[config.mk]
export PLATFORM = sky130hd
export DESIGN_NAME = i2c_regwr_target
export DESIGN_NICKNAME = d
export VERILOG_FILES = /design/src/rtl/i2c_regwr_target.sv
export SDC_FILE = /design/constraint.sdc
export NUM_CORES = 1
export LEC_CHECK = 0
export BUFFER_PORTS_ARGS = -buffer_cell sky130_fd_sc_hd__buf_2
export CAP_MARGIN = 5
export CORE_ASPECT_RATIO = 0.5
export CORE_MARGIN = 8
export CORE_UTILIZATION = 45
export CTS_CLUSTER_DIAMETER = 200
export DETAILED_ROUTE_END_ITERATION = 6
export PLACE_DENSITY_LB_ADDON = 0.15
export SETUP_SLACK_MARGIN = 0.05
export SYNTH_ARGS = -nofsm -noshare
export SYNTH_HDL_FRONTEND = slang
export SYNTH_SLANG_ARGS = --single-unit
[constraint.sdc]
create_clock -name clk -period 1.85 [get_ports clk]
set_input_delay 0.0925 -clock clk [delete_from_list [all_inputs] [get_ports clk]]
set_output_delay 0.0925 -clock clk [all_outputs]
set_load 0.05 [all_outputs]
[src/rtl/i2c_regwr_target.sv]
module i2c_regwr_target #(
  parameter int PTR_W = 8,
  parameter int STRAP_W = 3,
  parameter logic [6-STRAP_W:0] DEV_PREFIX = 4'b0100
) (
  input  logic               clk,
  input  logic               rst_n,
  input  logic               scl_in,
  input  logic               sda_in,
  input  logic [STRAP_W-1:0] strap,
  input  logic               seq_en,
  output logic               sda_pull,
  output logic               wr_en,
  output logic [PTR_W-1:0]   wr_addr,
  output logic [7:0]         wr_data,
  output logic               ptr_adv,
  output logic [PTR_W-1:0]   reg_ptr,
  output logic               rd_req,
  input  logic [7:0]         rd_data
);

  typedef enum logic [2:0] {
    S_IDLE, S_CTRL, S_REG, S_DATA, S_ACK, S_RD_LOAD, S_TX, S_TX_ACK
  } state_t;

  typedef enum logic [1:0] {K_CW, K_CR, K_REG, K_DAT} kind_t;

  logic [1:0] scl_sy, sda_sy;
  logic       scl_q, sda_q;
  state_t     st;
  kind_t      kind;
  logic [7:0] sh;
  logic [3:0] cnt;
  logic       m_ack;

  wire scl_s   = scl_sy[1];
  wire sda_s   = sda_sy[1];
  wire scl_r   = scl_s & ~scl_q;
  wire scl_f   = ~scl_s & scl_q;
  wire start_c = scl_s & scl_q & sda_q & ~sda_s;
  wire stop_c  = scl_s & scl_q & ~sda_q & sda_s;
  wire [6:0] my_addr = {DEV_PREFIX, strap};
  wire rx_st = (st == S_CTRL) || (st == S_REG) || (st == S_DATA);

  assign rd_req = (st == S_RD_LOAD);

  always_ff @(posedge clk or negedge rst_n) begin
    if (!rst_n) begin
      scl_sy <= 2'b11;
      sda_sy <= 2'b11;
      scl_q  <= 1'b1;
      sda_q  <= 1'b1;
    end else begin
      scl_sy <= {scl_sy[0], scl_in};
      sda_sy <= {sda_sy[0], sda_in};
      scl_q  <= scl_s;
      sda_q  <= sda_s;
    end
  end

  always_ff @(posedge clk or negedge rst_n) begin
    if (!rst_n) begin
      st       <= S_IDLE;
      kind     <= K_CW;
      sh       <= '0;
      cnt      <= '0;
      m_ack    <= 1'b0;
      sda_pull <= 1'b0;
      wr_en    <= 1'b0;
      wr_addr  <= '0;
      wr_data  <= '0;
      ptr_adv  <= 1'b0;
      reg_ptr  <= '0;
    end else begin
      wr_en   <= 1'b0;
      ptr_adv <= 1'b0;
      if (start_c) begin
        st       <= S_CTRL;
        cnt      <= '0;
        sda_pull <= 1'b0;
      end else if (stop_c) begin
        st       <= S_IDLE;
        sda_pull <= 1'b0;
      end else begin
        if (rx_st && scl_r && cnt < 4'd8) begin
          sh  <= {sh[6:0], sda_s};
          cnt <= cnt + 4'd1;
        end
        if (rx_st && scl_f && cnt == 4'd8) begin
          cnt <= '0;
          if (st == S_CTRL && sh[7:1] != my_addr) begin
            st <= S_IDLE;
          end else begin
            sda_pull <= 1'b1;
            st       <= S_ACK;
            unique case (st)
              S_CTRL:  kind <= sh[0] ? K_CR : K_CW;
              S_REG:   kind <= K_REG;
              default: kind <= K_DAT;
            endcase
          end
        end
        case (st)
          S_ACK: if (scl_f) begin
            sda_pull <= 1'b0;
            unique case (kind)
              K_CW:  st <= S_REG;
              K_CR:  st <= S_RD_LOAD;
              K_REG: begin
                reg_ptr <= sh[PTR_W-1:0];
                st      <= S_DATA;
              end
              K_DAT: begin
                wr_en   <= 1'b1;
                wr_addr <= reg_ptr;
                wr_data <= sh;
                if (seq_en) begin
                  reg_ptr <= reg_ptr + 1'b1;
                  ptr_adv <= 1'b1;
                end
                st <= S_DATA;
              end
            endcase
          end
          S_RD_LOAD: begin
            sh       <= rd_data;
            sda_pull <= ~rd_data[7];
            cnt      <= '0;
            st       <= S_TX;
          end
          S_TX: if (scl_f) begin
            if (cnt == 4'd7) begin
              sda_pull <= 1'b0;
              st       <= S_TX_ACK;
            end else begin
              sh       <= {sh[6:0], 1'b0};
              sda_pull <= ~sh[6];
              cnt      <= cnt + 4'd1;
            end
          end
          S_TX_ACK: begin
            if (scl_r) m_ack <= ~sda_s;
            if (scl_f) begin
              if (m_ack) begin
                st <= S_RD_LOAD;
                if (seq_en) begin
                  reg_ptr <= reg_ptr + 1'b1;
                  ptr_adv <= 1'b1;
                end
              end else begin
                st <= S_IDLE;
              end
            end
          end
          default: ;
        endcase
      end
    end
  end

endmodule

Word level (Yosys, flattened, before mapping) --
Cells that the tools add are included.
Word-level totals: register bits after elaboration 51, bits of input ports 16, output and inout bits 28, word-level logic and storage cells 118
Cells by class: add/sub/neg operators 2, magnitude comparators 1, equal/unequal tests 18, multiplexer cells 51, bitwise operators 16, reduce and logical (&&, ||, !) cells 15
Operators by type and width (count):
- $mux W8 | 7
- $pmux W8 S2 | 3
- $mux W3 | 9
- $mux W4 | 6
- $mux W1 | 20
- $eq A3 B3 Y1 const B | 4
- $pmux W3 S4 | 1
- $not A1 Y1 | 9
- $pmux W3 S3 | 1
- $add A8 B1 Y8 const B | 1
- $ne A2 B2 Y1 const B | 4
- $pmux W4 S2 | 1
- $reduce_and A4 Y1 | 2
- $and A1 B1 Y1 | 7
- $ne A7 B6 Y1 | 1
- $reduce_and A7 Y1 | 1
- $eq A3 B2 Y1 const B | 2
- $logic_and A1 B1 Y1 | 5
- $reduce_and A5 Y1 | 1
- $add A4 B1 Y4 const B | 1
- $eq A2 B2 Y1 const B | 2
- $eq A4 B3 Y1 const B | 1
- $eq A4 B4 Y1 const B | 1
- $lt A4 B4 Y1 const B | 1
- 11 further kinds | 12

Depth between registers and ports, before layout --
depth after elaboration 12, depth in mapped cells 7

Worst setup path after synthesis --
Ideal clock, no wire load.
path kind reg2reg, start point register scl_sy[1], end point register sh[7], setup time 129 ps, data arrival time 1720 ps, setup slack 0 ps, cell stages (with the launch flop) 7, buffers on the path 2, cells stage by stage dfstp_2 > buf_2 > or4b_4 > nand2b_4 > buf_6 > o221ai_1 > a21oi_1
On the way: word-level cells in the longest chain between the ends 7, elaborated cells between the ends (all ways) 17, those cells by class mux (4); bitwise (10); reduce/logical (3)
Ends and longest elaborated chain:
- start: declaration | line 28 | logic [1:0] scl_sy, sda_sy;
- start signal: assignment | line 54 | scl_sy <= {scl_sy[0], scl_in};
- $and A1 B1 Y1 | line 38 | wire scl_r = scl_s & ~scl_q;
- $logic_and A1 B1 Y1 (2 in a row) | line 85 | if (rx_st && scl_r && cnt < 4'd8) begin
- $mux W8 | line 85
- $mux W8 | line 132 | if (cnt == 4'd7) begin
- $mux W8 | line 131 | S_TX: if (scl_f) begin
- $pmux W8 S2 | line 103 | case (st)
- end signal: assignment | line 86 | sh <= {sh[6:0], sda_s};
- end signal: assignment | line 126 | sh <= rd_data;
- end signal: assignment | line 136 | sh <= {sh[6:0], 1'b0};
- end: declaration | line 32 | logic [7:0] sh;
Several ways; a longest one is shown, not always the timed one. A chain may end at the register's enable or synchronous reset.

Final worst setup path --
start point register cnt[0], end point register sda_pull
On the way: word-level cells in the longest chain between the ends 7, elaborated cells between the ends (all ways) 10, those cells by class eq/ne (2); mux (7); reduce/logical (1)
Ends and longest elaborated chain:
- start: declaration | line 33 | logic [3:0] cnt;
- start signal: assignment | line 87 | cnt <= cnt + 4'd1;
- start signal: assignment | line 138 | cnt <= cnt + 4'd1;
- $eq A4 B4 Y1 | line 89 | if (rx_st && scl_f && cnt == 4'd8) begin
- $logic_and A1 B1 Y1 | line 89
- $mux W1 | line 89
- $mux W1 (on tied branches) | line 131, 104
- $pmux W1 S3 (*) | line 103
- $mux W1 (*) | line 81 | end else if (stop_c) begin
- $mux W1 (*) | line 77 | if (start_c) begin
- end signal: assignment | line 127 | sda_pull <= ~rd_data[7];
- end signal: assignment | line 137 | sda_pull <= ~sh[6];
- end: declaration | line 12 | output logic sda_pull,
Mark *: on every way between the ends. The rest lies on a longest branch, timed or not.

==> flow_metrics.env <==
export IMPL_mostFrequentLayoutCells="buf_2, dfrtp_1, buf_4, nand2_1, a21oi_1"
export IMPL_slew_violations=0
export IMPL_cp_end_kind="flip-flop"
export IMPL_crit_type="flip-flop to flip-flop"
export IMPL_synthCells=278
export IMPL_htreeDepth=2
export IMPL_vias=2598
export IMPL_antenna_found_initial=0
export IMPL_crit_slowest_cell="dfrtp_2"
export IMPL_critPathTopFamily="simple AND/OR/NAND/NOR gates"
export IMPL_num_rows=20
export IMPL_clock_skew_ns=0.005704
export IMPL_pin_count=44
export IMPL_dp_hpwl_um=5451
export IMPL_synthArstFlopShare_pct=100.0
export IMPL_seq_power_share_pct=45.6
export IMPL_internal_power_mw=2.222
export IMPL_crit_buf_inv=2
export IMPL_die_h_um=71.89
export IMPL_dieWidth_um=127.8
export IMPL_crit_fanout=5
export IMPL_initial_core_util_pct=46.43
export IMPL_seq_area_frac_synth_pct=45.66
export IMPL_grt_usage_pct=16.57
export IMPL_diodes=0
export IMPL_dr_first_iter_drc_count=257
export IMPL_synth_edf_count=0
export IMPL_grt_overflow_total=0
export IMPL_mostFrequentLayoutCell="buf_2"
export IMPL_outcome="completed"
export IMPL_p_switching_uw=991.9
export IMPL_worstHoldPathType="input port to flip-flop"
export IMPL_grt_pass1_vias=2477
export IMPL_p_comb_share_pct=20.7
export IMPL_maxCapViolCount=0
export IMPL_p_leak_nw=1.691
export IMPL_worst_hold_startpoint="rd_data[6]"
export IMPL_worstSetupStartpointType="flip-flop"
export IMPL_clk_pin_slew_worst_paths_ns=0.07
export IMPL_ant_nets=0
export IMPL_finalHoldViolations=0
export IMPL_synth_seq_cells=51
export IMPL_clk_path_buf_depth=2
export IMPL_cts_tree="done"
export IMPL_p_clk_share_pct=33.7
export IMPL_cts_root_buf="clkbuf_16"
export IMPL_wl_per_cell_um=17.67
export IMPL_fin_crit_sh_pct=96.11
export IMPL_syn2layout_area_growth_pct=30.31
export IMPL_yosysWarnings=0
export IMPL_core_um2=6056
export IMPL_drcViolationCount=0
export IMPL_final_nets=378
export IMPL_yosysUniqueCellTypes=66
export IMPL_grt_max_degree=27
export IMPL_routed_wl_um=7918
export IMPL_period_needed_ns=1.778
export IMPL_cts_sinks=51
export IMPL_worstSkewPairLatency_ns=0.30
export IMPL_viasPerCell=5.799
export IMPL_cts_buffers=5
export IMPL_worstPathRequired_ns=2.06
export IMPL_worst_pin_slew_ns=0.6284
export IMPL_drive_above_1_share_pct=39.72
export IMPL_power_mw=3.214
export IMPL_fmax_ghz=0.5624
export IMPL_grt_pass1_wl_um=12300
export IMPL_fin_util_pct=60.50
export IMPL_power_density_nw_per_um2=877.4
export IMPL_final_setup_viol_count=0
export IMPL_r2r_start="cnt[0]"
export IMPL_netlist_area_um2=2811
export IMPL_arrival_ns=1.98
export IMPL_avgSynthCellArea_um2=10.11
export IMPL_crit_chain="inv_2, ha_1, nand4bb_1, nor3_2, a31oi_1, buf_4, a311oi_2"
export IMPL_slew_headroom_pct=58.10
export IMPL_slowest_delay_ns=0.45
export IMPL_swShare_pct=30.86
export IMPL_ir_drop_mv=0.4420
export IMPL_first_pass_iters=4
export IMPL_rsz0062_at_grt="yes"
export IMPL_synth_nets=297
export IMPL_cp_startpoint="cnt[0]"
export IMPL_globalplace_congestion=0.9242
export IMPL_synth_main_ff_cell="dfrtp_1"
export IMPL_port_buffer_count=43
export IMPL_dieArea_um2=9186
what timing repair did:
action,4_1_cts,5_1_grt
endpoints found under the hold margin,22,0
gates cloned,0,2
pin swaps,0,6
hold buffers,3,0
setup buffers,0,16
gates resized for setup,4,16
setup endpoints to repair,19,21
cells by family (layout without fill, tap and decap cells):
kind of cell    after synthesis  in the layout  share of synthesized area, %
flops                        51             51                         45.66
xor+xnor                      4              4                         1.246
buf+inv                      27            108                         4.806
mux                          16             16                         6.408
simple gates                100            101                         21.67
compound gates               77             77                         18.87
fa+ha+maj                     3              3                         1.335
metrics by stage:
step	hold slack, ns	setup TNS [ns]	setup WS, ns	std cells	area, µm²
2_1_floorplan	-0.2031	0	0.05290	278	2818
3_3_place_gp	0.1375	0	0.004807	419	3263
3_5_place_dp	0.1537	-0.01158	-0.01158	419	3263
4_1_cts	0.1421	0	0.04001	430	3470
5_1_grt	0.1462	0	0.02501	448	3664
6_report	0.1386	0	0.07195	448	3664
synthesized netlist by cell type (all sizes together), types with 4 or more instances:
master  count  area share [%]
a21oi      18             3.3
a22oi       4             1.1
a31oi       5             1.1
buf        10             2.5
clkbuf      6            0.80
dfrtp      45              40
dfstp       6             5.6
inv        11             1.5
mux2       16             6.4
nand2      20             2.8
nand2b      5             1.6
nand3      10             1.8
nor2       13             2.4
nor3       12             2.1
nor4       14             3.1
o21ai      16             2.8
o22ai       5             1.1
xor2        4             1.2
worst register-to-register path, stage by stage, from the launching register on:
cell and delay (ns):
dfrtp_2 0.45, inv_2 0.08, ha_1 0.18, nand4bb_1 0.22, nor3_2 0.26, a31oi_1 0.10, buf_4 0.18, a311oi_2 0.23
routing by layer:
metal | routed length (µm) | vias up | GRT usage (%) | share of wire [%]
met4 | 123 | 0 | 4.308 | 1.6
met5 | 0 | - | 0 | 0
li1 | - | 1212 | - | -
met2 | 3728 | 89 | 28.11 | 47
met3 | 503 | 16 | 4.240 | 6.4
met1 | 3562 | 1281 | 20.68 | 45
state kept, by name, summed over array words and instances (netlist names):
| signal | flops |
|---|---|
| cnt | 4 |
| kind | 2 |
| m_ack | 1 |
| ptr_adv | 1 |
| reg_ptr | 8 |
| scl_q | 1 |
| scl_sy | 2 |
| sda_pull | 1 |
| sda_q | 1 |
| sda_sy | 2 |
| sh | 8 |
| st | 3 |
| wr_addr | 8 |
| wr_data | 8 |
| wr_en | 1 |
path summary, 6_finish.rpt:
| check | endpoint | slack, ns | cells past startpoint |
|---|---|---|---|
| hold reg to reg | scl_sy[1] | 0.36 | 0 |
| setup reg to reg | sda_pull | 0.07 | 7 |
| setup / recovery | sda_pull | 0.07 | 7 |
| min in group asynchronous | cnt[3] | 0.36 | 2 |
| hold / removal | sh[6] | 0.14 | 3 |
| max in group asynchronous | scl_sy[0] | 0.89 | 3 |
layout make-up:
type / count / area [µm²]
Clock buffer: 5 / 125.1
Multi-Input combinational cell: 201 / 1464
Inverter: 11 / 41.29
Sequential cell: 51 / 1290
Clock inverter: 3 / 46.29
Tap cell: 88 / 110.1
Fill cell: 542 / 2392
Timing Repair Buffer: 89 / 586.8
power groups by stage:
stage          Combinational [mW]  Clock, mW  Sequential [mW]
3_3_place_gp                0.612          0             1.47
5_1_grt                     0.737       1.15             1.48
4_1_cts                     0.625       1.10             1.45
2_1_floorplan               0.429          0             1.38
6_report                    0.665       1.08             1.47
3_5_place_dp                0.616          0             1.47
Power figures use the tool's default switching activity.
